<file path="config.mk">
export PLATFORM = sky130hd
export DESIGN_NAME = col_upset_corrector
export DESIGN_NICKNAME = d
export VERILOG_FILES = /design/src/rtl/cuc_pkg.sv /design/src/rtl/cuc_ctrl.sv /design/src/rtl/cuc_datapath.sv /design/src/rtl/col_upset_corrector.sv
export SDC_FILE = /design/constraint.sdc
export NUM_CORES = 1
export LEC_CHECK = 0
export ABC_CLOCK_PERIOD_IN_PS = 3900
export BUFFER_PORTS_ARGS = -buffer_cell sky130_fd_sc_hd__buf_4
export CORE_MARGIN = 3
export CORE_UTILIZATION = 45
export DETAILED_ROUTE_END_ITERATION = 10
export GPL_TIMING_DRIVEN = 0
export PLACE_DENSITY = 0.81
export SLEW_MARGIN = 5
export SYNTH_ARGS = -nofsm -noshare
export SYNTH_HDL_FRONTEND = slang
export SYNTH_SLANG_ARGS = --single-unit
export TNS_END_PERCENT = 5
</file>
<file path="constraint.sdc">
create_clock -name clk -period 3.9 [get_ports clk]
set_input_delay 1.17 -clock clk [delete_from_list [all_inputs] [get_ports clk]]
set_output_delay 1.17 -clock clk [all_outputs]
set_load 0.05 [all_outputs]
</file>
<file path="src/rtl/cuc_pkg.sv">
package cuc_pkg;

  typedef enum logic [1:0] {
    S_IDLE,
    S_RD,
    S_CHK,
    S_WR
  } sweepState_t;

  // strobes from control to datapath
  typedef struct packed {
    logic sweepRd;     // issue a sweep read this cycle
    logic fixCapture;  // latch the repaired word from read data
    logic fixWrite;    // write the repaired word back
  } ctlStrb_t;

endpackage

</file>
<file path="src/rtl/cuc_ctrl.sv">
module cuc_ctrl
  import cuc_pkg::*;
#(
  parameter int ADDR_W = 5,
  parameter int COLS   = 9,
  parameter int COL_W  = $clog2(COLS)
) (
  input  logic              clk,
  input  logic              rstN,
  input  logic              usrReq,
  input  logic              usrWe,
  input  logic [ADDR_W-1:0] usrAddr,
  input  logic [COLS-1:0]   upsetFlag,
  input  logic              parErr,
  output ctlStrb_t          strb,
  output logic [ADDR_W-1:0] sweepAddr,
  output logic [COL_W-1:0]  curCol,
  output logic              busy
);

  sweepState_t      state;
  logic [COLS-1:0]  latch;
  logic [COLS-1:0]  clrMask;
  logic [COL_W-1:0] lowCol;
  logic             rehit;
  logic             userWrHit;
  logic             advance;
  logic             sweepDone;

  always_comb begin
    lowCol = '0;
    for (int i = COLS - 1; i >= 0; i--) begin
      if (latch[i]) lowCol = COL_W'(i);
    end
  end

  assign userWrHit = usrReq && usrWe && (usrAddr == sweepAddr);

  always_comb begin
    strb.sweepRd    = (state == S_RD) && !usrReq;
    strb.fixCapture = (state == S_CHK) && parErr && !userWrHit;
    strb.fixWrite   = (state == S_WR) && !usrReq;
  end

  assign advance   = ((state == S_CHK) && !strb.fixCapture) ||
                     ((state == S_WR) && (userWrHit || !usrReq));
  assign sweepDone = advance && (&sweepAddr);

  always_comb begin
    clrMask = '0;
    if (sweepDone && !rehit) clrMask[curCol] = 1'b1;
  end

  always_ff @(posedge clk) begin
    if (!rstN) begin
      latch <= '0;
      rehit <= 1'b0;
    end else begin
      latch <= (latch & ~clrMask) | upsetFlag;
      if (sweepDone)
        rehit <= 1'b0;
      else if (state != S_IDLE && upsetFlag[curCol])
        rehit <= 1'b1;
    end
  end

  always_ff @(posedge clk) begin
    if (!rstN) begin
      state     <= S_IDLE;
      sweepAddr <= '0;
      curCol    <= '0;
    end else begin
      case (state)
        S_IDLE: if (|latch) begin
          curCol    <= lowCol;
          sweepAddr <= '0;
          state     <= S_RD;
        end
        S_RD:  if (strb.sweepRd) state <= S_CHK;
        S_CHK: if (strb.fixCapture) state <= S_WR;
        default: ;
      endcase
      if (advance) begin
        if (&sweepAddr) state <= S_IDLE;
        else begin
          sweepAddr <= sweepAddr + 1'b1;
          state     <= S_RD;
        end
      end
    end
  end

  assign busy = (|latch) || (state != S_IDLE);

  // the column under sweep keeps its latch until the sweep ends
  p_col_latched_r8: assert property (@(posedge clk) disable iff (!rstN)
    (state != S_IDLE) |-> latch[curCol]);

  p_busy_after_flag_r3: assert property (@(posedge clk) disable iff (!rstN)
    (|upsetFlag) |=> busy);

endmodule

</file>
<file path="src/rtl/cuc_datapath.sv">
module cuc_datapath
  import cuc_pkg::*;
#(
  parameter int ADDR_W = 5,
  parameter int DATA_W = 8,
  parameter int COL_W  = 4,
  parameter int CNT_W  = 16,
  localparam int WORD_W = DATA_W + 1
) (
  input  logic              clk,
  input  logic              rstN,
  input  logic              usrReq,
  input  logic              usrWe,
  input  logic [ADDR_W-1:0] usrAddr,
  input  logic [DATA_W-1:0] usrWdata,
  output logic [DATA_W-1:0] usrRdata,
  output logic              usrRvalid,
  input  ctlStrb_t          strb,
  input  logic [ADDR_W-1:0] sweepAddr,
  input  logic [COL_W-1:0]  curCol,
  output logic              parErr,
  output logic              memEn,
  output logic              memWe,
  output logic [ADDR_W-1:0] memAddr,
  output logic [WORD_W-1:0] memWdata,
  input  logic [WORD_W-1:0] memRdata,
  output logic [CNT_W-1:0]  corrCount
);

  logic [WORD_W-1:0] fixWord;

  assign parErr = ^memRdata;

  assign memEn    = usrReq || strb.sweepRd || strb.fixWrite;
  assign memWe    = usrReq ? usrWe : strb.fixWrite;
  assign memAddr  = usrReq ? usrAddr : sweepAddr;
  assign memWdata = usrReq ? {^usrWdata, usrWdata} : fixWord;

  assign usrRdata = memRdata[DATA_W-1:0];

  always_ff @(posedge clk) begin
    if (!rstN) begin
      fixWord   <= '0;
      corrCount <= '0;
      usrRvalid <= 1'b0;
    end else begin
      usrRvalid <= usrReq && !usrWe;
      if (strb.fixCapture)
        fixWord <= memRdata ^ (WORD_W'(1) << curCol);
      if (strb.fixWrite)
        corrCount <= corrCount + 1'b1;
    end
  end

  p_user_first_r6: assert property (@(posedge clk) disable iff (!rstN)
    usrReq |-> !(strb.sweepRd || strb.fixWrite));

  p_even_parity_r2: assert property (@(posedge clk) disable iff (!rstN)
    (memEn && memWe) |-> (^memWdata == 1'b0));

  p_count_step_r4: assert property (@(posedge clk) disable iff (!rstN)
    (corrCount != $past(corrCount)) |-> (corrCount == $past(corrCount) + 1'b1));

endmodule

</file>
<file path="src/rtl/col_upset_corrector.sv">
module col_upset_corrector
  import cuc_pkg::*;
#(
  parameter int ADDR_W = 5,
  parameter int DATA_W = 8,
  parameter int CNT_W  = 16,
  localparam int COLS  = DATA_W + 1,
  localparam int COL_W = $clog2(COLS)
) (
  input  logic              clk,
  input  logic              rstN,
  input  logic              usrReq,
  input  logic              usrWe,
  input  logic [ADDR_W-1:0] usrAddr,
  input  logic [DATA_W-1:0] usrWdata,
  output logic [DATA_W-1:0] usrRdata,
  output logic              usrRvalid,
  output logic              memEn,
  output logic              memWe,
  output logic [ADDR_W-1:0] memAddr,
  output logic [COLS-1:0]   memWdata,
  input  logic [COLS-1:0]   memRdata,
  input  logic [COLS-1:0]   upsetFlag,
  output logic              busy,
  output logic [CNT_W-1:0]  corrCount
);

  ctlStrb_t          strb;
  logic [ADDR_W-1:0] sweepAddr;
  logic [COL_W-1:0]  curCol;
  logic              parErr;

  cuc_ctrl #(.ADDR_W(ADDR_W), .COLS(COLS), .COL_W(COL_W)) uCtrl (
    .clk(clk), .rstN(rstN), .usrReq(usrReq), .usrWe(usrWe), .usrAddr(usrAddr),
    .upsetFlag(upsetFlag), .parErr(parErr), .strb(strb),
    .sweepAddr(sweepAddr), .curCol(curCol), .busy(busy)
  );

  cuc_datapath #(.ADDR_W(ADDR_W), .DATA_W(DATA_W), .COL_W(COL_W), .CNT_W(CNT_W)) uDp (
    .clk(clk), .rstN(rstN), .usrReq(usrReq), .usrWe(usrWe), .usrAddr(usrAddr),
    .usrWdata(usrWdata), .usrRdata(usrRdata), .usrRvalid(usrRvalid),
    .strb(strb), .sweepAddr(sweepAddr), .curCol(curCol), .parErr(parErr),
    .memEn(memEn), .memWe(memWe), .memAddr(memAddr), .memWdata(memWdata),
    .memRdata(memRdata), .corrCount(corrCount)
  );

endmodule

</file>
* After elaboration in Yosys (flattened, before gate mapping)
Index checks and enable logic that the tools add are counted.
** Operators by class
- Equal/unequal tests :: 7
- Order comparisons :: 2
- Shifts and indexed selects :: 1
- Reduce and logical (&&, ||, !) cells :: 33
- Multiplexer cells :: 27
- Add/sub/neg operators :: 2
- Bitwise operators :: 5
** Operator list (number)
- $mux 4 :: 9
- $mux 5 :: 5
- $mux 9 :: 2
- $add 16x1->16 const B :: 1
- $logic_and 1x1->1 :: 13
- $and 9x9->9 :: 1
- $ne 3x1->1 const B :: 3
- $not 9->9 :: 1
- $or 9x9->9 :: 1
- $reduce_or 9->1 :: 1
- $reduce_xor 9->1 :: 1
- $shl 1x4->9 const A :: 1
- $xor 9x9->9 :: 1
- $mux 2 :: 4
- $reduce_xor 8->1 :: 1
- $pmux 2 s3 :: 1
- $add 5x1->5 const B :: 1
- $eq 5x5->1 :: 1
- $logic_not 1->1 :: 5
- $logic_or 1x1->1 :: 5
- $lt 4x5->1 const B :: 1
- $reduce_and 5->1 :: 1
- $bmux 1 s4 :: 1
- $demux 1 s4 :: 1
- other kinds (11) :: 15
** Word-level totals
- Output and inout bits :: 42
- Bits in registers :: 47
- Input port bits :: 35

* Depth between registers and ports, before layout
Gate-level depths: netlist of the first run.
- Word-level depth :: 13
- Mapped depth :: 9
- Gate-level depth less buffers :: 8

* By module
A second synthesis of the first run with hierarchy kept.
** Second synthesis, totals
- Cells, all modules :: 333
- Area total of the unflattened synthesis :: 2947.8 sq um
** By module, submodules not included
- cuc_datapath :: instances 1, area an instance 1616.6 sq um, cells an instance 180
- cuc_ctrl :: instances 1, area an instance 1331.3 sq um, cells an instance 153

* Least setup slack after synthesis of the first run
No wires, ideal clock.
- Path kind :: input -> output
- From :: input port usrReq
- To :: output port memWdata[8]
- Path slack :: 0.093 ns
- Data required time :: 2.730 ns
- Buffers on the path :: 2
- Stages :: 4
- Arrival :: 2.637 ns
- Cell sequence :: clkbuf_1 -> buf_1 -> nor2_1 -> a21oi_1
** On the way
- Cells in the longest elaborated chain, start to end :: 1
** Ends and longest elaborated chain
- start, declared :: RTL line col_upset_corrector.sv:12 : input logic usrReq,
- $mux 9 :: RTL line cuc_datapath.sv:37 : assign memWdata = usrReq ? {^usrWdata, usrWdata} : fixWord;
- end, declared :: RTL line col_upset_corrector.sv:21 : output logic [COLS-1:0] memWdata,
No other way between the ends.

* Final worst setup path of the first run
- From :: input port usrReq
- To :: output port memWdata[0]
The elaborated chain is that of the path after synthesis.

==> results of run 1 <==
==> worst min-delay path, delay by kind of cell, from the launching register on <==
kind | cells | cell delay, ns
flip-flops | 1 | 0.32
AND/OR/NAND/NOR | 1 | 0.10
AO/OA/AOI/OAI | 1 | 0.05
==> registers in the layout, indices dropped and copies added (netlist names) <==
name	flops
uCtrl.rehit	1
uCtrl.latch	9
uCtrl.state	2
uDp.corrCount	16
uDp.fixWord	9
uCtrl.curCol	4
uCtrl.sweepAddr	5
uDp.usrRvalid	1
==> metal layers <==
metal,GRT usage (%),up-vias,wire [um]
li1,-,1315,-
met1,24.0,1242,3010
met2,34.4,82,3590
met3,3.42,6,420
met4,5.38,0,73
met5,0,-,0
==> kinds of logic (layout without fill, tap and decap cells) <==
family	Yosys count	count (layout)	synth area share, %
compound gates	73	73	17.4
xor+xnor	40	40	13.9
fa+ha+maj	8	8	3.44
buf+inv	40	123	6.72
flops	47	47	32.4
mux	18	18	8.05
simple gates	103	103	18.1
==> cell usage after synthesis, drive strengths merged (2+ instances only) <==
master / number
a211oi: 13
and3: 3
buf: 11
inv: 21
nand2: 17
clkbuf: 8
xor2: 16
nor4: 3
nand2b: 6
o2111ai: 3
nand3: 11
ha: 8
a21o: 2
nor3: 7
nor2: 34
or3: 4
xor3: 2
dfxtp: 47
xnor2: 21
nand4: 5
o211ai: 5
o31ai: 8
mux2i: 3
a21oi: 23
mux4: 2
nor2b: 6
mux2: 13
o21ai: 10
==> path summary, 6_finish.rpt <==
| kind | from | end | slack, ns | cells past startpoint |
|---|---|---|---|---|
| worst max-delay path | usrReq | memWdata[0] | 0.14 | 5 |
| worst min-delay path | uDp.fixWord[5] | uDp.fixWord[5] | 0.51 | 2 |
| worst max register to register | uCtrl.state[0] | uDp.corrCount[13] | 1.50 | 7 |
| worst min register to register | uDp.fixWord[5] | uDp.fixWord[5] | 0.51 | 2 |
==> layout by cell type (no fill, tap or decap), types with 3 or more instances in the layout <==
| cell | n |
|---|---|
| a211oi_1 | 11 |
| inv_1 | 20 |
| ha_1 | 8 |
| nand3_1 | 11 |
| a21oi_1 | 23 |
| o21ai_0 | 9 |
| xnor2_1 | 20 |
| nor2_1 | 33 |
| nor2b_1 | 6 |
| nand2_1 | 17 |
| o2111ai_1 | 3 |
| nand2b_1 | 6 |
| buf_4 | 83 |
| o211ai_1 | 5 |
| clkbuf_8 | 6 |
| mux2_2 | 13 |
| dfxtp_1 | 47 |
| or3_1 | 4 |
| clkbuf_1 | 8 |
| nor3_1 | 6 |
| and3_1 | 3 |
| o31ai_1 | 8 |
| xor2_1 | 16 |
| nand4_1 | 5 |
==> power by group through the flow <==
stage | Sequential [mW] | Clock (mW) | Combinational [mW]
6_report | 0.569 | 0.377 | 0.681
5_1_grt | 0.577 | 0.411 | 0.745
3_3_place_gp | 0.576 | 0 | 0.659
2_1_floorplan | 0.573 | 0 | 0.505
3_5_place_dp | 0.579 | 0 | 0.671
4_1_cts | 0.568 | 0.388 | 0.680
==> stage by stage <==
| stage | std cells | hold slack [ns] | utilization (%) | worst slack [ns] |
|---|---|---|---|---|
| 2_1_floorplan | 329 | 0.476 | - | 0.0929 |
| 3_3_place_gp | 479 | 0.486 | 58.5 | -0.00145 |
| 3_5_place_dp | 479 | 0.493 | 58.5 | -0.0351 |
| 4_1_cts | 487 | 0.505 | 60.5 | 0.134 |
| 5_1_grt | 487 | 0.521 | 60.5 | 0.0719 |
| 6_report | 487 | 0.506 | 60.5 | 0.137 |
==> cell type report <==
class / instances / area [um^2] / area share, %
buffer: 19 / 118 / 3.19
clock buffer: 6 / 82.6 / 2.24
clock inverter: 2 / 38.8 / 1.05
inverter: 21 / 78.8 / 2.14
multi-input combinational: 242 / 1770 / 48.0
sequential: 47 / 941 / 25.5
tap: 75 / 93.8 / 2.55
timing repair buffer: 75 / 563 / 15.3
==> run metrics, run 1 <==
LEAKAGE 1.52 nW; n_diodes 0; initial antenna violation count 0; crit-path max cell delay 0.42 ns; RSZ-0062 raised after global routing false; TritonCTS Sinks 47; most used cell along the critical path buf_4; CP endpoint kind output port; Synth warnings 0; CP Class in -> out; hold_buf cts 0; first-pass GRT wire length 11.7 mm; Yosys top cell area share 32.4%; Syn Nets 372; CTS Buf Count 5; Sw Pwr 0.617 mW; CP cell instances buf_4 > clkbuf_1 > buf_2 > mux2_2 > buf_4; Clk pwr share 23.2%; Rel. slew slack 50.5%; Slowest cell on crit path clkbuf_1; Synth area leader dfxtp_1; core area 6100 um^2; Rows 28; Setup violations, final 0; clock skew 0.0110 ns; switching part of the total power 37.9%; Seq cells post-synth 47; cell count after synthesis 329; share of cells above drive strength 1 29.9%; Flop pwr share 35.0%; Synth Area per Inst 8.83 um^2; clock buffer depth 2; wire per inst 14.6 um; via-per-instance ratio 5.43; Placed Area 3560 um^2; Max Cap Violations 0; Clock transition at path regs 0.08 ns; CP top delay family buffers and inverters; Ports 77; Chip Width 86.4 um; outcome completed; Pwr Total 1.63 mW; grt ovf 0; maximum vdd drop 0.215 mV; via count 2645; DRT Pass-1 Iters 4; Synth area leaders dfxtp_1 32%, xnor2_1 6.0%, mux2_2 5.0%, xor2_1 4.8%, nor2_1 4.3%; die area 7460 um^2; Tmin final 3.76 ns; Crit Path Max Fanout 10; gr usage total 19.4%; Final Hold Fails 0; fillers 557; DRT iter0 DRCs 75; final antenna-violating net count 0; clk_lat worst skew 0.30 ns; Die H 86.4 um; Pint 1.01 mW; port bufs 75; Comb pwr share 41.8%; # nets final 454; Least-Margin Pin Slew 0.732 ns; Post-CTS Setup Bufs 0; critical path buffer and inverter count 4; post-route setup TNS 0 ns; Synth Flop Type dfxtp_1; post-route cell area 3690 um^2; htree depth 2; fin. max-slew vios 0; Initial Utilization 47.7%; Power Density 441 nW/um^2; startpoint types input pin; maximum clock frequency 0.266 GHz; CP required 2.73 ns; GPL Wtd Cong 0.816; Synth-to-Final Area Change 26.8%; Seq/Total Area, Yosys 32.4%; fin crit share 96.5%; final wirelength 7.10 mm; CTS tree done; largest net degree at the start of global routing 16; CP Data Arrival Time 2.59 ns; Post-synth ARST share 0%; post-CTS sizing 1; number of synthesized flops with an enable pin 0; # DRC 0; vias in the first global route 2577; hpwl dp 5.61 mm; Hold Crit Class reg -> reg; root buffer cell clkbuf_8; Mapped Area 2910 um^2; count of cell types in the netlist 58
(Power assumes the default switching activity.)
==> run 2: changes to the inputs <==
- CAP_MARGIN: unset -> 20
- CORE_UTILIZATION: 45 -> 50
- PLACE_DENSITY: 0.81 -> 0.87
==> run metrics, run 2 (synthesis results as in run 1) <==
vias in the first global route 2534; met2 global-route usage 38.6%; maximum clock frequency 0.267 GHz; Placed Area 3560 um^2; multi-input combinational cell area 1770 um^2; CP required 2.73 ns; Clock transition at path regs 0.08 ns; TritonCTS Sinks 47; DRT Pass-1 Iters 4; top flop regs uDp.corrCount x16, uCtrl.latch x9, uDp.fixWord x9; fin crit share 96.0%; CP Class in -> out; hold endpoint uDp.fixWord[4]; GR Util met1 25.0%; Least-Margin Pin Slew 0.631 ns; final wirelength 7.20 mm; CTS Buf Count 5; Power Density 453 nW/um^2; clock skew 0.00515 ns; Final Hold Fails 0; via count 2678; Ports 77; hold depth 2; met3 Usage GRT 4.77%; Pwr Total 1.67 mW; busiest layer in global routing met2; RSZ-0062 raised after global routing false; Hold Crit Class reg -> reg; CTS tree done; Reg-to-Reg End uDp.corrCount[15]; DRT iter0 DRCs 103; Synth-to-Final Area Change 27.1%; htree depth 2; n_diodes 0; Die H 82.2 um; post-route setup slack 0.156 ns; Inst Count DP 476; maximum vdd drop 0.235 mV; CP endpoint kind output port; fin. max-slew vios 0; root buffer cell clkbuf_8; first-pass GRT wire length 11.3 mm; Chip Width 82.2 um; CP Data Arrival Time 2.57 ns; largest net degree at the start of global routing 15; Rows 27; DP Worst Slack -0.0237 ns; Rel. slew slack 57.4%; clock buffer depth 2; GPL Wtd Cong 0.870; final antenna-violating net count 0; Tmin final 3.74 ns; LEAKAGE 1.53 nW; Hold Slack 0.501 ns; core area 5570 um^2; FF+latch area 941 um^2; Reg2Reg Launch Point uCtrl.state[0]; Initial Utilization 52.1%; hold_buf cts 0; Worst Reg-to-Reg Cells 7; post-CTS sizing 1; post-route setup TNS 0 ns; clk_lat worst skew 0.30 ns; R2R Setup Slk 1.58 ns; gr usage total 21.3%; Finished Core Util 66.3%; share of cells above drive strength 1 29.6%; most common cell after layout, fill and taps aside buf_4; Crit Path Max Fanout 10; post-route cell area 3690 um^2; grt ovf 0; Max Cap Violations 0; Setup violations, final 0; Hold Path Origin uDp.fixWord[4]; # nets final 454; Most flops, register uDp.corrCount; via-per-instance ratio 5.53; # DRC 0; max FFs per register 16; outcome completed; port bufs 75; wire per inst 14.9 um; Post-CTS Setup Bufs 0; hpwl dp 5.64 mm; startpoint types input pin; fillers 465; die area 6760 um^2; commonest non-fill, non-tap cells in the layout 83 x buf_4, 47 x dfxtp_1, 33 x nor2_1; initial antenna violation count 0; final cell count without fillers 484
==> run 2: how the worst max path moves through the flow <==
stage | start | to
floorplan | usrReq | memWdata[8]
global placement | usrReq | memAddr[3]
detailed placement | usrReq | memAddr[3]
CTS | usrReq | memAddr[3]
global route | usrReq | memWdata[5]
finish | usrReq | memAddr[3]
==> run 2: worst max-delay path: stages <==
cell and delay (ns):
buf_4 0.09, clkbuf_1 0.41, buf_2 0.34, mux2_2 0.37
buf_4 0.19
==> run 2: per-layer routing <==
layer | share of wire (%) | up-vias | routed length (um)
met4 | 1.8 | 0 | 126
met3 | 6.7 | 14 | 484
met2 | 51 | 99 | 3670
li1 | - | 1315 | -
met5 | 0 | - | 0
met1 | 41 | 1250 | 2920
==> run 2: final cells by class <==
cell class	instances	area share [%]
Clock buffer	6	1.96
Inverter	21	2.13
Clock inverter	2	1.63
Buffer	19	3.18
Tap cell	72	2.44
Sequential cell	47	25.5
Timing Repair Buffer	75	15.2
Multi-Input combinational cell	242	47.9
==> run 2: report_power, final <==
| group | leakage, nW | switching (mW) | total (mW) | internal, mW |
|---|---|---|---|---|
| Combinational | 1.08 | 0.416 | 0.688 | 0.272 |
| Clock | 0.0654 | 0.162 | 0.418 | 0.256 |
| Sequential | 0.383 | 0.0396 | 0.568 | 0.528 |
==> run 3: changes to the inputs <==
- PLACE_DENSITY: 0.87 -> 0.76
==> run metrics, run 3 (synthesis results as in run 1) <==
die area 6760 um^2; outcome completed; clock buffer depth 2; max FFs per register 16; hold endpoint uDp.fixWord[5]; via-per-instance ratio 5.39; Initial Utilization 52.1%; Worst Reg-to-Reg Cells 7; Rows 27; multi-input combinational cell area 1770 um^2; Clock transition at path regs 0.08 ns; htree depth 2; final wirelength 6.93 mm; commonest non-fill, non-tap cells in the layout 83 x buf_4, 47 x dfxtp_1, 33 x nor2_1; busiest layer in global routing met2; n_diodes 0; DRT Pass-1 Iters 4; # DRC 0; post-route setup slack 0.105 ns; initial antenna violation count 0; LEAKAGE 1.50 nW; largest net degree at the start of global routing 16; Crit Path Max Fanout 10; Least-Margin Pin Slew 0.630 ns; CTS Buf Count 5; Hold Path Origin uDp.fixWord[5]; Rel. slew slack 57.4%; Power Density 422 nW/um^2; Synth-to-Final Area Change 25.6%; Setup violations, final 0; DRT iter0 DRCs 93; TritonCTS Sinks 47; DP Worst Slack -0.100 ns; CTS tree done; clk_lat worst skew 0.30 ns; vias in the first global route 2437; Max Cap Violations 0; Hold Crit Class reg -> reg; Placed Area 3560 um^2; first-pass GRT wire length 11.2 mm; wire per inst 14.3 um; CP endpoint kind output port; R2R Setup Slk 1.63 ns; root buffer cell clkbuf_8; gr usage total 21.5%; Final Hold Fails 0; Die H 82.2 um; maximum clock frequency 0.264 GHz; CP Class in -> out; clock skew 0.00862 ns; via count 2609; met3 Usage GRT 3.80%; most common cell after layout, fill and taps aside buf_4; core area 5570 um^2; # nets final 454; post-route cell area 3650 um^2; Ports 77; fillers 528; FF+latch area 941 um^2; hold depth 2; fin crit share 97.3%; hpwl dp 5.51 mm; port bufs 75; CP required 2.73 ns; share of cells above drive strength 1 29.9%; Chip Width 82.2 um; startpoint types input pin; top flop regs uDp.corrCount x16, uCtrl.latch x9, uDp.fixWord x9; Reg-to-Reg End uDp.corrCount[13]; RSZ-0062 raised after global routing false; GPL Wtd Cong 0.857; final antenna-violating net count 0; met2 global-route usage 37.0%; fin. max-slew vios 0; CP Data Arrival Time 2.63 ns; grt ovf 0; Tmin final 3.80 ns; GR Util met1 27.1%; Most flops, register uDp.corrCount; Reg2Reg Launch Point uCtrl.state[0]; maximum vdd drop 0.236 mV
run 3: worst max path at each step:
stage                 from     endpoint  cells after the start
floorplan           usrReq  memWdata[8]                      4
global placement    usrReq  memWdata[1]                      5
detailed placement  usrReq  memWdata[1]                      5
CTS                 usrReq  memWdata[1]                      5
global route        usrReq  memWdata[3]                      5
finish              usrReq  memWdata[1]                      5
run 3: per-layer routing:
| metal | share of wire (%) | up-vias |
|---|---|---|
| li1 | - | 1323 |
| met1 | 44 | 1215 |
| met2 | 49 | 63 |
| met3 | 5.6 | 8 |
| met4 | 1.4 | 0 |
| met5 | 0 | - |
run 3: repair_timing:
| action | 4_1_cts | 5_1_grt |
|---|---|---|
| hold buffers | 0 | 0 |
| setup endpoints to repair | 7 | 0 |
| resized for setup | 1 | 0 |
| hold endpoints to repair | 0 | 0 |
| setup buffers | 0 | 0 |
run 3: critical path, cell delays in order:
cell and delay (ns):
buf_4 0.09, clkbuf_1 0.43, buf_2 0.36, mux2_2 0.37, buf_4 0.19
run 3: cell type report:
| type | count | area share (%) |
|---|---|---|
| inverter | 21 | 2.16 |
| buffer | 19 | 3.22 |
| clock inverter | 3 | 0.549 |
| multi-input combinational | 242 | 48.5 |
| clock buffer | 5 | 1.89 |
| sequential | 47 | 25.8 |
| tap | 72 | 2.47 |
| timing repair buffer | 75 | 15.4 |
run 3: report_power, final:
group / switching, mW / internal [mW] / total, mW / leakage (nW)
combinational: 0.405 / 0.270 / 0.675 / 1.08
clock: 0.170 / 0.125 / 0.295 / 0.0402
sequential: 0.0399 / 0.528 / 0.568 / 0.383
run 3: metrics by stage:
stage	hold slack [ns]	TNS [ns]	instances	power, mW	util (%)
after floorplan	0.476	0	329	1.08	-
after global placement	0.484	-0.354	476	1.24	63.9
after detailed placement	0.495	-0.627	476	1.25	63.9
after CTS	0.507	0	484	1.55	65.5
after global routing	0.520	0	484	1.64	65.5
final	0.500	0	484	1.54	65.5
